<file path="config.mk">
export PLATFORM = sky130hd
export DESIGN_NAME = adpll_mult
export DESIGN_NICKNAME = d
export VERILOG_FILES = /design/src/rtl/adpll_pkg.sv /design/src/rtl/adpll_rst_sync.sv /design/src/rtl/adpll_kcounter.sv /design/src/rtl/adpll_idstage.sv /design/src/rtl/adpll_divider.sv /design/src/rtl/adpll_mult.sv
export SDC_FILE = /design/constraint.sdc
export NUM_CORES = 1
export LEC_CHECK = 0
export ABC_CLOCK_PERIOD_IN_PS = 890
export BUFFER_PORTS_ARGS = -buffer_cell sky130_fd_sc_hd__buf_2
export CORE_ASPECT_RATIO = 0.6
export CORE_MARGIN = 2
export CORE_UTILIZATION = 40
export DETAILED_ROUTE_END_ITERATION = 16
export GPL_TIMING_DRIVEN = 0
export SYNTH_ARGS = -nofsm -noshare
export SYNTH_HDL_FRONTEND = slang
export SYNTH_SLANG_ARGS = --single-unit
</file>
<file path="constraint.sdc">
create_clock -name clk -period 0.89 [get_ports clk]
set_input_delay 0 -clock clk [delete_from_list [all_inputs] [get_ports clk]]
set_output_delay 0 -clock clk [all_outputs]
set_load 0.03 [all_outputs]
</file>
<file path="src/rtl/adpll_pkg.sv">
package adpll_pkg;
  // loop-filter correction pulses toward the half-cycle stage
  typedef struct packed {
    logic carry;
    logic borrow;
  } corr_t;

  typedef enum logic {DIR_DOWN = 1'b0, DIR_UP = 1'b1} dir_e;
endpackage

</file>
<file path="src/rtl/adpll_rst_sync.sv">
module adpll_rst_sync (
  input  logic clk,
  input  logic rst_n,
  output logic rst_n_s
);
  logic [1:0] stage_q;

  always_ff @(posedge clk or negedge rst_n) begin
    if (!rst_n) stage_q <= 2'b00;
    else        stage_q <= {stage_q[0], 1'b1};
  end

  assign rst_n_s = stage_q[1];
endmodule

</file>
<file path="src/rtl/adpll_kcounter.sv">
module adpll_kcounter
  import adpll_pkg::*;
#(
  parameter int KSEL_W = 3,
  localparam int KCNT_W = 1 << KSEL_W
) (
  input  logic              clk,
  input  logic              rst_n,
  input  logic              en,
  input  dir_e              dir,
  input  logic [KSEL_W-1:0] k_sel,
  output logic [KCNT_W-1:0] count,
  output corr_t             corr
);
  logic [KCNT_W:0]   kmod;
  logic [KCNT_W-1:0] kmax;
  logic [KCNT_W-1:0] cnt_q, cnt_d;
  corr_t             corr_d;

  always_comb begin
    kmod = (KCNT_W+1)'(1) << ({1'b0, k_sel} + 1'b1);
    kmax = KCNT_W'(kmod - 1'b1);
  end

  always_comb begin
    cnt_d  = cnt_q;
    corr_d = '0;
    if (en) begin
      if (dir == DIR_UP) begin
        if (cnt_q >= kmax) begin
          cnt_d        = '0;
          corr_d.carry = 1'b1;
        end else begin
          cnt_d = cnt_q + 1'b1;
        end
      end else begin
        if (cnt_q == '0) begin
          cnt_d         = kmax;
          corr_d.borrow = 1'b1;
        end else if (cnt_q > kmax) begin
          cnt_d = kmax;
        end else begin
          cnt_d = cnt_q - 1'b1;
        end
      end
    end
  end

  always_ff @(posedge clk or negedge rst_n) begin
    if (!rst_n)  cnt_q <= '0;
    else if (en) cnt_q <= cnt_d;
  end

  assign count = cnt_q;
  assign corr  = corr_d;
endmodule

</file>
<file path="src/rtl/adpll_idstage.sv">
module adpll_idstage
  import adpll_pkg::*;
(
  input  logic  clk,
  input  logic  rst_n,
  input  corr_t corr,
  output logic  out
);
  logic tick_q, out_q, cpend_q, bpend_q;
  logic tick_d, out_d, cpend_d, bpend_d;
  logic use_c, use_b;

  always_comb begin
    tick_d = ~tick_q;
    out_d  = out_q;
    use_c  = 1'b0;
    use_b  = 1'b0;
    if (tick_q) begin
      if (bpend_q) use_b = 1'b1;      // swallow the due toggle
      else         out_d = ~out_q;
    end else if (cpend_q) begin
      use_c = 1'b1;                   // insert an extra toggle
      out_d = ~out_q;
    end
    cpend_d = (cpend_q & ~use_c) | corr.carry;
    bpend_d = (bpend_q & ~use_b) | corr.borrow;
    if (cpend_d && bpend_d) begin
      cpend_d = 1'b0;
      bpend_d = 1'b0;
    end
  end

  always_ff @(posedge clk or negedge rst_n) begin
    if (!rst_n) begin
      tick_q  <= 1'b0;
      out_q   <= 1'b0;
      cpend_q <= 1'b0;
      bpend_q <= 1'b0;
    end else begin
      tick_q  <= tick_d;
      out_q   <= out_d;
      cpend_q <= cpend_d;
      bpend_q <= bpend_d;
    end
  end

  assign out = out_q;
endmodule

</file>
<file path="src/rtl/adpll_divider.sv">
module adpll_divider #(
  parameter int N_DIV = 16,
  localparam int DIV_W = $clog2(N_DIV)
) (
  input  logic clk,
  input  logic rst_n,
  input  logic in_clk,
  output logic div_out
);
  logic             prev_q;
  logic [DIV_W-1:0] cnt_q, cnt_d;
  logic             rise;

  always_comb begin
    rise  = in_clk & ~prev_q;
    cnt_d = cnt_q + 1'b1;
  end

  always_ff @(posedge clk or negedge rst_n) begin
    if (!rst_n) begin
      prev_q <= 1'b0;
      cnt_q  <= '0;
    end else begin
      prev_q <= in_clk;
      if (rise) cnt_q <= cnt_d;
    end
  end

  assign div_out = cnt_q[DIV_W-1];
endmodule

</file>
<file path="src/rtl/adpll_mult.sv">
module adpll_mult
  import adpll_pkg::*;
#(
  parameter int N_DIV  = 16,
  parameter int KSEL_W = 3
) (
  input  logic              clk,
  input  logic              rst_n,
  input  logic              k_en,
  input  logic [KSEL_W-1:0] k_sel,
  input  logic              ref_in,
  output logic              clk_mul,
  output logic              fb_out
);
  localparam int KCNT_W = 1 << KSEL_W;

  logic              rst_n_s;
  logic [1:0]        ref_sync_q;
  dir_e              dir;
  corr_t             corr;
  logic [KCNT_W-1:0] kcount;

  adpll_rst_sync u_rst (.clk(clk), .rst_n(rst_n), .rst_n_s(rst_n_s));

  always_ff @(posedge clk or negedge rst_n_s) begin
    if (!rst_n_s) ref_sync_q <= 2'b00;
    else          ref_sync_q <= {ref_sync_q[0], ref_in};
  end

  // XOR phase detector: disagreement counts up
  assign dir = (ref_sync_q[1] ^ fb_out) ? DIR_UP : DIR_DOWN;

  adpll_kcounter #(.KSEL_W(KSEL_W)) u_kcnt (
    .clk(clk), .rst_n(rst_n_s), .en(k_en), .dir(dir),
    .k_sel(k_sel), .count(kcount), .corr(corr)
  );

  adpll_idstage u_id (.clk(clk), .rst_n(rst_n_s), .corr(corr), .out(clk_mul));

  adpll_divider #(.N_DIV(N_DIV)) u_div (
    .clk(clk), .rst_n(rst_n_s), .in_clk(clk_mul), .div_out(fb_out)
  );
endmodule

</file>
==> results.toml, run 1 <==
[route]
drtPass1Iterations = 5
drc = 0
viasPerCell = 5.64
drtAntennaViolNets = 0
dr_total_vias = 1375
drtIter0Drc = 194
avgRoutedWirePerCell_um = 16.0
drt_wl_total_um = 3910

[synth]
synth-async-reset-ratio_pct = 100
syn-cell-area_um2 = 1570
ys_types = 47
yosysWarnings = 0
avgSynthCellArea_um2 = 9.21
seq_area_frac_synth_pct = 33.5
yosys_most_used_dff = "dfrtp_1"
synth.most_common_cell = "dfrtp_1"
synth-edff-count = 0
synth.area.top_cells = "dfrtp_1, ha_1, mux2_4, xnor2_1, nor2_1"
ys_top_cells_by_count = "dfrtp_1, nor2_1, nand2_1, ha_1, a21oi_1"
synth_seq_cells = 21
syn_inst = 170
synth_top_area_share_pct = 33.5
synth_top_cell_by_area = "dfrtp_1"

[clock_network]
cts_root_buf = "clkbuf_8"
cts.clk_slew.worst_paths_ns = 0.08
cts_buffers = 3
cts_tree = "yes"
insertion_delay_ns = 0.26
htreeDepth = 1
clock_tree.buffer_depth = 2
clock_sinks = 21

[setup_path]
path_class = "primary input to flop"
worstPathRequired_ns = 1.04
rrSetupSlack_ns = -1.33
end_kind = "flop"
cp_max_fo = 8
cp-start-kind = "primary input"
arrival_ns = 2.50

[pwr]
pwr-share-seq_pct = 26.4
finalPower_w = 0.00675
powerDensity_nw_per_um2 = 3410
p_switching_w = 0.00305
p_sw_share_pct = 45.1
p_leak_nw = 0.841
irDropWorstVdd_v = 0.00161
p_int_w = 0.00371
clock_power_share_pct = 9.2
p_comb_share_pct = 64.4

[worst_hold_path]
min-delay-path-class = "primary input to async pin"

[layout]
areaGrowthSynthToFinish_pct = 26.4
diodes = 0
fin_util_pct = 53.5
drive_above_1_share_pct = 32.0
layoutNonFillerInstCount = 244
nFillCells = 343
stdcell_area_um2 = 1980
nets = 218

[place]
dp_hpwl_um = 2720
port_buffers = 5
gp_congestion = 0.875
placed_area_um2 = 1690
dp.cells = 224

[grt]
grt_max_degree = 20
globalRouteOverflowTotal = 0
grt_pass1_vias = 1284
grt_pass1_wl_um = 6500
antenna_found_initial = 0
gr-usage-all-layers_pct = 19.3

[die]
core_um2 = 3700
die-area_um2 = 4450
ios = 9
placement_rows = 17
die_h_um = 52.5
start_util_pct = 42.3
die-width_um = 84.8

[timing]
finalMaxSlewViolations = 0
fmax_mhz = 425
setup_viol = 14
worstMarginPinSlew_ns = 0.524
rsz0062_at_grt = "yes"
slew-limit-headroom_pct = 65.1
clock_skew_ns = 0.00768
period_needed_ns = 2.35
final_hold_viol_count = 0
timing.final.crit_share_pct = 264
fin_ws_ns = -1.46
setup_tns_ns = -14.30

[flow_run]
drv_cap = 0

[run_status]
status = "complete, but fails checks"
failed_checks = "setup timing"
worst max-delay path, stage by stage:
cell	delay (ns)
clkbuf_16	0.12
or3_4	0.39
ha_4	0.17
buf_4	0.13
nor2_2	0.10
a32oi_2	0.15
ha_1	0.30
nand4_1	0.16
a31oi_2	0.41
nor2_4	0.13
a22o_1	0.21
a211o_1	0.23
flip-flops by register name, summed over array words and instances, names as in the netlist, 2 cells and up:
register / flops
u_kcnt.count: 8
u_div.cnt_q: 4
ref_sync_q: 2
u_rst.stage_q: 2
logic make-up after synthesis:
group / Yosys count / synth area share, %
xor gates and xnor gates: 11 / 6.15
and+or+nand+nor: 62 / 21.2
buffers and inverters: 13 / 4.15
muxes: 6 / 5.51
adders and majority gates: 13 / 10.4
DFF: 21 / 33.5
other: 1 / 0.239
AOI/OAI and AO/OA: 43 / 18.9
repair_timing:
item | 4_1_cts | 5_1_grt
buffers inserted | 10 | 3
cloned | 1 | 0
gates resized for setup | 16 | 10
hold buffers | 2 | 0
endpoints found under the setup margin | 16 | 16
pin swaps | 8 | 10
hold endpoints to repair | 3 | 0
routing by layer:
metal	up-vias	global-route usage [%]	routed length, um
met5	-	0	0
met4	0	3.17	29
met3	4	5.04	293
met2	56	30.8	1660
met1	654	26.9	1930
li1	661	-	-
layout by cell type (no fill, tap or decap), drive strengths merged:
cell / Yosys / layout
o21a: 1 / 1
mux2: 6 / 6
a31o: 1 / 1
inv: 6 / 6
or3: 2 / 2
o211ai: 3 / 3
xnor2: 7 / 7
conb: 1 / 3
a22o: 1 / 1
buf: 3 / 22
a21oi: 11 / 11
and2: 1 / 1
nor3: 2 / 2
or2: 1 / 1
dfrtp: 21 / 21
ha: 13 / 13
nor2b: 4 / 4
nor2: 18 / 19
nor4b: 1 / 1
nand3b: 1 / 1
o21ai: 14 / 14
a32oi: 1 / 1
clkbuf: 4 / 7
o32ai: 1 / 1
nor4: 2 / 2
xor2: 4 / 4
a221oi: 1 / 1
nor3b: 1 / 1
nand2: 14 / 14
dlygate4sd3: 0 / 2
a211o: 1 / 1
a31oi: 6 / 6
nand2b: 4 / 4
nand4: 4 / 4
nand3: 7 / 7
o21bai: 1 / 1
o221ai: 1 / 1
power groups by stage:
stage / Clock [W] / Sequential [W] / Combinational, W
after global placement: 0 / 0.00177 / 0.00360
after CTS: 0.000635 / 0.00175 / 0.00406
after global routing: 0.000691 / 0.00184 / 0.00472
final: 0.000621 / 0.00178 / 0.00435
after floorplan: 0 / 0.00175 / 0.00295
after detailed placement: 0 / 0.00178 / 0.00370
area by class of cell:
| type | instances | area (um^2) | share of cell area (%) |
|---|---|---|---|
| Timing Repair Buffer | 20 | 153 | 7.71 |
| Clock buffer | 4 | 45.0 | 2.28 |
| Inverter | 6 | 22.5 | 1.14 |
| Buffer | 7 | 86.3 | 4.36 |
| Sequential cell | 21 | 529 | 26.7 |
| Tap cell | 47 | 58.8 | 2.97 |
| Multi-Input combinational cell | 139 | 1080 | 54.8 |
path summary, 6_finish.rpt:
| check | from | to | depth (start not counted) |
|---|---|---|---|
| worst min register to register | u_rst.stage_q[1] | u_kcnt.count[7] | 0 |
| worst min-delay path | rst_n | u_rst.stage_q[1] | 2 |
| min in group clk | k_en | u_kcnt.count[3] | 4 |
| worst max register to register | u_kcnt.count[1] | u_kcnt.count[4] | 7 |
| worst max-delay path | k_sel[2] | u_kcnt.count[4] | 12 |
| max in group asynchronous | u_rst.stage_q[1] | u_div.cnt_q[3] | 0 |
metrics by stage:
step,worst slack (ns),hold slack (ns)
after floorplan,-1.05,-0.296
after global placement,-1.81,-0.215
after detailed placement,-1.85,-0.214
after CTS,-1.47,0.0386
after global routing,-1.54,0.0452
final,-1.46,0.0428
(Power assumes the default switching activity.)
==> inputs of run 2 (changes only) <==
- CTS_BUF_LIST: unset -> sky130_fd_sc_hd__clkbuf_8 sky130_fd_sc_hd__clkbuf_16
==> results.toml, run 2 (synthesis results as in run 1) <==
[run_status]
status = "complete, but fails checks"
failed_checks = "setup timing"

[place]
port_buffers = 5
gp_congestion = 0.875
dp_hpwl_um = 2720
post-place-ws_ns = -1.85
placed_area_um2 = 1690

[layout]
drive_above_1_share_pct = 32.0
mostFrequentLayoutCells = "dfrtp_1, nor2_1, nand2_1, ha_1, buf_4"
diodes = 0
stdcell_area_um2 = 1980
mostFrequentLayoutCell = "dfrtp_1"
nets = 218
areaGrowthSynthToFinish_pct = 26.4
largest_reg_flops = 8

[clock_network]
clock_tree.buffer_depth = 2
cts.clk_slew.worst_paths_ns = 0.08
insertion_delay_ns = 0.26
cts_buffers = 3
htreeDepth = 1
cts_tree = "yes"
cts_root_buf = "clkbuf_8"
clock_sinks = 21

[grt]
gr-usage-all-layers_pct = 19.3
globalRouteOverflowTotal = 0
antenna_found_initial = 0
grt_max_degree = 20
grt_pass1_vias = 1284
grt_pass1_wl_um = 6500

[die]
start_util_pct = 42.3
core_um2 = 3700
die-area_um2 = 4450
placement_rows = 17
die-width_um = 84.8
die_h_um = 52.5
ios = 9

[timing]
setup_viol = 14
worstMarginPinSlew_ns = 0.525
finalMaxSlewViolations = 0
clock_skew_ns = 0.00912
timing.final.crit_share_pct = 266
rsz0062_at_grt = "yes"
fin_ws_ns = -1.47
final_hold_viol_count = 0
slew-limit-headroom_pct = 65.0
fmax_mhz = 423
period_needed_ns = 2.36

[setup_path]
path_class = "primary input to flop"
cp-start-kind = "primary input"
arrival_ns = 2.52
cp_max_fo = 8
end_kind = "flop"
worstPathRequired_ns = 1.04

[route]
drtPass1Iterations = 4
drc = 0
avgRoutedWirePerCell_um = 16.1
dr_total_vias = 1398
drtAntennaViolNets = 0
drtIter0Drc = 182
drt_wl_total_um = 3940
viasPerCell = 5.73

[pwr]
irDropWorstVdd_v = 0.00160
p_leak_nw = 0.845
powerDensity_nw_per_um2 = 3410

[worst_hold_path]
min-delay-path-class = "primary input to async pin"

[flow_run]
drv_cap = 0
[run 2: changes by cell type in the layout (fill, tap and decap cells not counted)]
cell	previous run	this run
clkbuf_1	2	1
inv_1	5	6
[run 2: worst paths after layout]
| path | start | endpoint | slack (ns) | cells after the start |
|---|---|---|---|---|
| worst min register to register | u_rst.stage_q[1] | u_kcnt.count[7] | 0.20 | 0 |
| min in group clk | k_en | u_kcnt.count[3] | 0.15 | 4 |
| worst max-delay path | k_sel[2] | u_kcnt.count[4] | -1.47 | 12 |
| worst max register to register | u_kcnt.count[1] | u_kcnt.count[4] | -1.34 | 7 |
| max in group asynchronous | u_rst.stage_q[1] | u_div.cnt_q[3] | 0.36 | 0 |
| worst min-delay path | rst_n | u_rst.stage_q[1] | 0.04 | 2 |
[run 2: final cells by class]
cell class              count  area, um^2
fillers                   343        1720
multi-input cells         139        1080
flip-flops and latches     21         529
repair buffers             20         153
plain buffers               7        86.3
well taps                  47        58.8
clock buffers               3        41.3
inverters                   6        22.5
clock inverters             1        3.75
[run 2: routing by layer]
layer	track usage, %	routed length, um
met4	3.17	30
met3	5.04	292
met5	0	0
met2	30.8	1670
met1	26.9	1950
[run 2: stage by stage]
step	hold slack [ns]	instances	TNS [ns]	util [%]	total power, W
final	0.0431	244	-14.33	53.5	0.00675
after detailed placement	-0.214	224	-17.89	45.7	0.00548
after CTS	0.0386	241	-14.23	51.9	0.00643
after global placement	-0.215	224	-17.68	45.7	0.00537
after floorplan	-0.296	172	-10.16	-	0.00470
after global routing	0.0452	244	-15.47	53.5	0.00724
[run 2: what timing repair did]
item | in CTS | in global routing
hold buffers | 2 | 0
pin swaps | 8 | 10
gates resized for setup | 16 | 10
setup endpoints to repair | 16 | 16
cloned | 1 | 0
hold endpoints to repair | 3 | 0
setup buffers | 10 | 3
[run 2: power by group]
group / internal [W] / leakage [nW] / switching, W
clock: 0.000308 / 0.0269 / 0.000306
combinational: 0.00208 / 0.563 / 0.00227
sequential: 0.00131 / 0.256 / 0.000480
total: 0.00370 / 0.845 / 0.00305
[run 2: worst max-delay path, stage by stage]
cell and delay (ns):
clkbuf_16 0.12, or3_4 0.39, ha_4 0.17, buf_4 0.13, nor2_2 0.10, a32oi_2 0.15
ha_1 0.30, nand4_1 0.16, a31oi_2 0.41, nor2_4 0.13, a22o_1 0.21, a211o_1 0.23
